**config.mk**
```make
export PLATFORM = sky130hd
export DESIGN_NAME = wdt_pwr_ctrl
export DESIGN_NICKNAME = d
export VERILOG_FILES = /design/src/rtl/wdt_pwr_ctrl.sv
export SDC_FILE = /design/constraint.sdc
export NUM_CORES = 1
export LEC_CHECK = 0
export ABC_AREA = 0
export BUFFER_PORTS_ARGS = -buffer_cell sky130_fd_sc_hd__buf_2
export CORE_UTILIZATION = 47
export CTS_CLUSTER_DIAMETER = 50
export CTS_CLUSTER_SIZE = 24
export DETAILED_ROUTE_END_ITERATION = 16
export PLACE_DENSITY = 0.71
export RECOVER_POWER = 50
export SYNTH_ARGS = -nofsm -noshare
export SYNTH_HDL_FRONTEND = slang
export SYNTH_SLANG_ARGS = --single-unit
```
**constraint.sdc**
```tcl
create_clock -name clk -period 1.4 [get_ports clk]
set_input_delay 0.28 -clock clk [delete_from_list [all_inputs] [get_ports clk]]
set_output_delay 0.28 -clock clk [all_outputs]
set_load 0.05 [all_outputs]
```
**src/rtl/wdt_pwr_ctrl.sv**
```systemverilog
module wdt_pwr_ctrl #(
  parameter int PERIOD = 1024
) (
  input  logic clk,
  input  logic rst_n,
  input  logic instr_ret,
  input  logic op_wrst,
  input  logic op_dwdt,
  input  logic op_epof,
  input  logic op_pof,
  output logic skip,
  output logic wdf,
  output logic wdt_en,
  output logic pd_req
);
  localparam int CW = (PERIOD > 2) ? $clog2(PERIOD) : 1;
  localparam logic [CW-1:0] RELOAD = CW'(PERIOD - 1);

  logic [CW-1:0] cnt;
  logic arm_dis, arm_pd;

  wire wrst_go = instr_ret & op_wrst;
  wire pof_go  = instr_ret & op_pof;

  assign skip = wrst_go & wdf;

  always_ff @(posedge clk) begin
    if (!rst_n) begin
      cnt     <= RELOAD;
      wdf     <= 1'b0;
      wdt_en  <= 1'b1;
      arm_dis <= 1'b0;
      arm_pd  <= 1'b0;
      pd_req  <= 1'b0;
    end else begin
      pd_req <= pof_go & arm_pd;
      if (instr_ret) begin
        arm_dis <= op_dwdt;
        arm_pd  <= op_epof;
      end
      if (wrst_go && arm_dis) wdt_en <= 1'b0;
      if (wrst_go) begin
        cnt <= RELOAD;
        wdf <= 1'b0;
      end else if (wdt_en) begin
        if (cnt == '0) begin
          wdf <= 1'b1;
          cnt <= RELOAD;
        end else begin
          cnt <= cnt - 1'b1;
        end
      end
    end
  end

  a_r2_one_strobe: assert property (@(posedge clk) disable iff (!rst_n)
    instr_ret |-> $onehot0({op_wrst, op_dwdt, op_epof, op_pof}));

  a_r1_expiry_sets_flag: assert property (@(posedge clk) disable iff (!rst_n)
    (wdt_en && cnt == '0 && !wrst_go) |=> wdf);

  a_r3_restart_clears: assert property (@(posedge clk) disable iff (!rst_n)
    wrst_go |=> (!wdf && cnt == RELOAD));

  a_r4_enable_stays_low: assert property (@(posedge clk) disable iff (!rst_n)
    !wdt_en |=> !wdt_en);

  a_r5_frozen_when_off: assert property (@(posedge clk) disable iff (!rst_n)
    (!wdt_en && !wrst_go) |=> ($stable(cnt) && $stable(wdf)));

  a_r7_idle_keeps_arm: assert property (@(posedge clk) disable iff (!rst_n)
    !instr_ret |=> ($stable(arm_dis) && $stable(arm_pd)));

  a_r8_pd_single_pulse: assert property (@(posedge clk) disable iff (!rst_n)
    pd_req |=> !pd_req);

  a_r9_pd_needs_pair: assert property (@(posedge clk) disable iff (!rst_n)
    (pof_go && !arm_pd) |=> !pd_req);
endmodule

```
Yosys cells after proc, flatten, opt, wreduce, memory -nomap -nowiden
Cells that the tools add are included.
{"block": "word_totals", "reg_bits": 15, "inputBits": 7, "output_inout_bits": 4, "elab_cells": 17}
{"block": "op_classes", "addsub": 1, "muxes": 1, "n_bitwise": 5, "n_reduce_logical": 4}
{"operator": "$logic_not 10->1", "count": 1}
{"operator": "$mux 10", "count": 1}
{"operator": "$sub 10x1->10 const B", "count": 1}
{"operator": "$and 1x1->1", "count": 4}
{"operator": "$reduce_and 2->1", "count": 1}
{"operator": "$reduce_or 2->1", "count": 1}
{"operator": "$logic_and 1x1->1", "count": 1}
{"operator": "$not 1->1", "count": 1}

Depth between registers and ports, before layout
Gate-level depths: netlist of run 1.
{"block": "logic_depth", "ltp_word": 2, "mapped_depth": 6}

Least setup slack after synthesis of run 1
Ideal clock, no wire load.
{"block": "synth_path", "kind": "reg2reg", "from": "reg wdt_en", "to": "reg cnt[8]", "setup_ns": 0.062, "t_arrival_ns": 1.674, "t_required_ns": 1.338, "path_slack_ns": -0.336, "path_stages_with_launch": 6, "n_path_buf": 2, "synth_period_minus_slack_ns": 1.736, "path_cell_list": "dfxtp_1 -> buf_2 -> nand4bb_1 -> clkbuf_1 -> or4_1 -> nand3_1"}
{"element": "start, declared", "line": "13", "rtl": "output logic wdt_en,"}
{"element": "start signal, assigned", "line": "31", "rtl": "wdt_en <= 1'b1;"}
{"element": "start signal, assigned", "line": "41", "rtl": "if (wrst_go && arm_dis) wdt_en <= 1'b0;"}
{"element": "end signal, assigned", "line": "50", "rtl": "cnt <= cnt - 1'b1;"}
{"element": "end, declared", "line": "19", "rtl": "logic [CW-1:0] cnt;"}

Worst setup path in the final report of run 1
{"block": "layout_path", "from": "reg cnt[7]", "to": "reg cnt[8]"}
{"block": "layout_via", "elab_chain_len": 2, "elab_cells_between_ends": 3, "cone_classes": "add/sub (1); mux (1); reduce/logical (1)"}
{"element": "$sub 10x1->10 or $logic_not 10->1 (tied branches)", "line": "50, 46"}
{"element": "$mux 10 *", "line": "46", "rtl": "if (cnt == '0) begin"}
Mark *: on every way between the ends. The rest lies on a longest branch, timed or not.
A chain may end at the register's enable or synchronous reset.

==> results of run 1 <==
[logic make-up (layout without fill, tap and decap cells)]
kind of cell             Yosys count  count (layout)
buffers and inverters              5              34
XOR/XNOR                           3               3
AO/OA/AOI/OAI                     15              15
AND/OR/NAND/NOR                   30              30
multiplexers                       2               2
flip-flops                        15              15
adder cells (fa/ha/maj)            1               1
[through the flow]
stage / setup TNS (ns) / util [%] / hold WS, ns / std cells / setup WS [ns]
floorplan: -0.0112 / - / 0.341 / 71 / -0.0112
global placement: 0 / 62.7 / 0.467 / 105 / 0.0331
detailed placement: 0 / 62.7 / 0.476 / 105 / 0.00172
CTS: -0.0295 / 70.2 / 0.198 / 115 / -0.0130
global route: -0.276 / 71.9 / 0.206 / 115 / -0.0487
finish: -0.0313 / 71.9 / 0.198 / 115 / -0.0170
[sequential cells by signal (all words and copies together), names as in the netlist]
name	flops
cnt	10
pd_req	1
arm_dis	1
wdf	1
arm_pd	1
wdt_en	1
[report_power, final]
part | total, µW | internal [µW] | switching, µW
combinational | 90.1 | 44.2 | 45.8
sequential | 445 | 438 | 6.46
clock | 256 | 106 | 150
total | 792 | 589 | 202
[synthesized netlist by cell type, types with 2 or more instances]
cell type   n
clkbuf_1    2
a21oi_1     2
or4_1       2
inv_1       2
nand3_1     3
nor2_1      3
o21ai_0     3
xnor2_1     2
dfxtp_1    15
o21ai_2     2
o31ai_1     2
nor2b_1     2
nand2_1     7
mux2i_1     2
and4_1      3
nor4_1      2
a31oi_1     2
and3_1      2
[final cells by class]
type	count	share of cell area, %
clock buffers	3	2.35
clock inverters	1	0.522
inverters	2	0.783
multi-input cells	51	41.5
flip-flops and latches	15	32.0
well taps	15	1.96
repair buffers	28	20.9
[what timing repair did]
action / 4_1_cts / 5_1_grt
hold endpoints to repair: 0 / 0
resized for setup: 10 / 7
setup endpoints to repair: 1 / 8
buffers inserted: 6 / 0
pin swaps: 4 / 2
[final timing paths]
| kind | end | from | slack, ns | cells past startpoint |
|---|---|---|---|---|
| worst max register to register | cnt[8] | cnt[7] | -0.02 | 4 |
| worst min-delay path | wdt_en | rst_n | 0.20 | 2 |
| worst max-delay path | cnt[8] | cnt[7] | -0.02 | 4 |
| worst min register to register | pd_req | arm_pd | 0.49 | 1 |
[routing by layer]
layer | vias up | track usage, % | part of all wire (%)
met5 | - | 0 | 0
met4 | 0 | 12.9 | 2.0
met3 | 5 | 3.33 | 3.6
met2 | 16 | 38.3 | 48
met1 | 311 | 28.8 | 47
li1 | 323 | - | -
[worst max-delay path, stage by stage, from the launching register on]
cell and delay (ns):
dfxtp_2 0.33, buf_6 0.11, or3_4 0.37, or4_1 0.48, nand3_1 0.08
[cells in the final DEF (no fill, tap or decap), types with 2 or more instances in the layout]
cell and count:
a21oi_1 2, a31oi_1 2, and3_2 2, and4_1 3
buf_2 9, buf_4 14, buf_6 4, clkbuf_4 3
dfxtp_1 10, dfxtp_2 5, inv_2 2, mux2i_1 2
nand2_1 6, nand3_1 3, nor2_1 3, nor2b_1 2
nor4b_2 2, o21ai_0 3, o21ai_2 2, o31ai_1 2
or4_1 2, xnor2_1 2
==> run_results.csv, run 1 <==
group,metric,value,unit
critical_path,crit_path_end_kind,"flip-flop",
sta,slew_violations,0,
critical_path,cp_max_fo,2,
logic_synthesis,synth_fa_ha_area_share,1.83,%
logic_synthesis,synth_compound_area_share,16.6,%
sta,tightest_slew,0.371,ns
critical_path,arrival,1.66,ns
logic_synthesis,synth_top_family_by_area,"simple AND/OR/NAND/NOR gates",
grt,grt_start_max_net_pins,10,
grt,first_global_vias,588,
clock_tree,htree_levels,1,
power,ir_drop,0.592,mV
grt,track_usage,23.3,%
routing,vias,655,
logic_synthesis,syn_nets,79,
finish,num-fill-cells,106,
clock_tree,path_clk_slew,0.09,ns
sta,postLayoutSetupSlackWorst,-0.0170,ns
critical_path,cp_data_required_time,1.64,ns
sta,period_needed,1.42,ns
logic_synthesis,synth-seq-cells,15,
power,leakage,0.000399,µW
logic_synthesis,synth-seq-area-share,43.9,%
sta,rsz0062_at_grt,"true",
job,maxCapViolations,0,
placed_design,place_hpwl,1.12,mm
logic_synthesis,ys.flop_type,"dfxtp_1",
clock_tree,numCtsBuffers,3,
logic_synthesis,yosys.cell_types.count,31,
logic_synthesis,synthCells,71,
routing,wirelength,1.68,mm
finish,area_growth,40.0,%
routing,drc,0,
placed_design,portBuffers,10,
clock_tree,cts.sink_count,15,
logic_synthesis,synthMuxAreaShare,2.93,%
logic_synthesis,synth_xor_area_share,3.84,%
power,p_per_area,826,nW/µm²
floorplanning,coreArea,1330,µm²
placed_design,gp_congestion,0.739,
routing,via_per_inst,5.70,
finish,multi_input_area,398,µm²
sta,post-route-period-util,101,%
routing,first_pass_iters,4,
sta,finalHoldViolations,0,
logic_synthesis,yosysWarnings,0,
clock_tree,clockRootBuffer,"clkbuf_4",
floorplanning,rows,13,
critical_path,worstSetupPathType,"reg2reg",
grt,grt_pass1_wl,2.41,mm
sta,clock.fmax,706,MHz
finish,diodes,0,
sta,finalSetupViolations,4,
logic_synthesis,async_flop_share,0,%
logic_synthesis,synth_area,684,µm²
logic_synthesis,synthTopCellsByArea,"dfxtp_1, nand2_1, and4_1, o41a_4, mux2i_1",
logic_synthesis,synth.top_cell.area_share,43.9,%
finish,seqCellArea,307,µm²
floorplanning,start_util,51.3,%
floorplanning,die_h,40.2,µm
logic_synthesis,synth-edff-count,0,
finish,final_area,958,µm²
logic_synthesis,synth_area_leader_cell,"dfxtp_1",
floorplanning,die_area,1610,µm²
placed_design,placed_area,836,µm²
status,status,"finished with violations",
logic_synthesis,avgSynthCellArea,9.64,µm²
grt,grt.overflow.total,0,
routing,drt-initial-drc-count,4,
sta,fin_worst_skew,0.00287,ns
status,violations,"negative setup slack",
clock_tree,insertion_delay,0.29,ns
routing,wl_per_cell,14.6,µm
routing,antenna_left,0,
critical_path,critPathLaunchType,"flip-flop",
finish,drive_gt1_share,51.0,%
logic_synthesis,synth_simple_gate_area_share,28.0,%
finish,nets,109,
clock_tree,clockBufferDepth,2,
grt,antenna_found_initial,0,
clock_tree,holdBufCountCts,0,
floorplanning,die_w,40.2,µm
power,p_total,792,µW
clock_tree,cts_tree,"yes",
worst_hold_path,min_path_type,"in2reg",
floorplanning,io_pins,11,
sta,slew_headroom,75.2,%
Power figures use the tool's default switching activity.
==> run 2: changes to the inputs <==
Settings changed: CORE_UTILIZATION 47 to 40, PLACE_DENSITY 0.71 to 0.62.
Clock period 1.4 ns to 1.3 ns, I/O delays scaled along.
==> run_results.csv, run 2 (same netlist as run 1, synthesis figures left out) <==
group,metric,value,unit
critical_path,cp_data_required_time,1.53,ns
finish,area_growth,39.9,%
power,intPower,634,µW
finish,drive_gt1_share,48.0,%
sta,rsz0062_at_grt,"true",
floorplanning,start_util,43.9,%
status,status,"finished with violations",
finish,layout_common_cells,"buf_4, dfxtp_1, buf_2",
clock_tree,path_clk_slew,0.09,ns
power,p_per_area,887,nW/µm²
placed_design,portBuffers,10,
power,seqPwrFrac,56.4,%
placed_design,gp_congestion,0.726,
finish,regMostFlops,"cnt",
clock_tree,numCtsBuffers,3,
sta,post-route-period-util,108,%
status,violations,"design-rule violations, negative setup slack",
grt,antenna_found_initial,0,
sta,finalHoldViolations,0,
critical_path,critPathLaunchType,"flip-flop",
finish,diodes,0,
sta,slew_violations,0,
sta,tightest_slew,0.397,ns
power,power.share.switching,25.3,%
grt,grt_start_max_net_pins,10,
job,maxCapViolations,0,
power,ir_drop,0.579,mV
grt,track_usage,16.8,%
placed_design,dpl.cell_count,108,
sta,holdWs,0.173,ns
critical_path,cp_max_fo,5,
sta,slew_headroom,73.5,%
clock_tree,cts.sink_count,15,
routing,wl_per_cell,13.3,µm
finish,finish.utilization,61.4,%
grt,grt_pass1_wl,2.28,mm
floorplanning,coreArea,1560,µm²
routing,drc,3,
critical_path,arrival,1.64,ns
sta,fin_worst_skew,0.00465,ns
power,p_sw,214,µW
grt,grt.overflow.total,0,
clock_tree,htree_levels,1,
clock_tree,clockBufferDepth,2,
clock_tree,cts_tree,"yes",
routing,wirelength,1.52,mm
clock_tree,insertion_delay,0.29,ns
floorplanning,rows,14,
routing,via_per_inst,5.69,
finish,nets,107,
floorplanning,die_w,43.4,µm
sta,clock.fmax,710,MHz
finish,final_common_cell,"buf_4",
floorplanning,die_h,43.4,µm
power,p_clk_share,32.2,%
placed_design,place_hpwl,1.07,mm
finish,seqCellArea,304,µm²
sta,postLayoutSetupSlackWorst,-0.109,ns
power,comb_power_share,11.4,%
sta,finalSetupViolations,8,
routing,antenna_left,0,
finish,instances_no_fill,114,
clock_tree,holdBufCountCts,0,
critical_path,worstSetupPathType,"reg2reg",
floorplanning,die_area,1880,µm²
floorplanning,io_pins,11,
finish,largest_reg_flops,10,
clock_tree,clockRootBuffer,"clkbuf_4",
finish,multi_input_area,412,µm²
grt,first_global_vias,565,
routing,first_pass_iters,10,
critical_path,crit_path_end_kind,"flip-flop",
power,leakage,0.000395,µW
sta,period_needed,1.41,ns
finish,num-fill-cells,135,
routing,drt-initial-drc-count,22,
worst_hold_path,min_path_type,"in2reg",
power,p_total,849,µW
routing,vias,649,
## run 2: through the flow
stage               setup TNS [ns]  area [µm²]  setup WS, ns
floorplan                   -0.560         711       -0.0940
global placement            -0.604         857       -0.0870
detailed placement          -0.933         857        -0.130
CTS                         -0.559         915        -0.106
global route                -0.908         957        -0.139
finish                      -0.636         957        -0.109
## run 2: cell type report
type | count | area share (%)
clock buffers | 3 | 2.35
clock inverters | 1 | 0.523
inverters | 2 | 0.784
multi-input cells | 51 | 43.0
flip-flops and latches | 15 | 31.8
well taps | 16 | 2.09
repair buffers | 26 | 19.5
## run 2: final timing paths
check,start,cells after the start,slack (ns),end
worst max-delay path,cnt[5],3,-0.11,cnt[7]
worst min-delay path,rst_n,2,0.17,wdt_en
worst max register to register,cnt[5],3,-0.11,cnt[7]
worst min register to register,wdf,1,0.49,wdf
## run 2: power by group through the flow
| stage | logic, µW | registers, µW | clock network (µW) |
|---|---|---|---|
| 2_1_floorplan | 41.2 | 496 | 0 |
| 6_report | 96.6 | 479 | 274 |
| 3_5_place_dp | 88.4 | 486 | 0 |
| 4_1_cts | 91.0 | 476 | 282 |
| 3_3_place_gp | 86.3 | 486 | 0 |
| 5_1_grt | 108 | 480 | 305 |
## run 2: critical path: stages, from the launching register on
cell     delay [ns]
dfxtp_2        0.34
or4_4          0.54
o41a_4         0.40
o21ai_2        0.07
## run 2: layer usage
metal / vias up / part of all wire, % / global-route usage (%)
met1: 313 / 45 / 19.3
met5: - / 0 / 0
met3: 6 / 3.1 / 3.75
met4: 0 / 2.5 / 11.3
li1: 317 / - / -
met2: 13 / 50 / 27.9
## run 2: what timing repair did
| action | CTS | global route |
|---|---|---|
| pin swaps | 2 | 4 |
| buffers inserted | 1 | 1 |
| setup endpoints to repair | 11 | 11 |
| gates resized for setup | 4 | 9 |
| gates cloned | 0 | 0 |
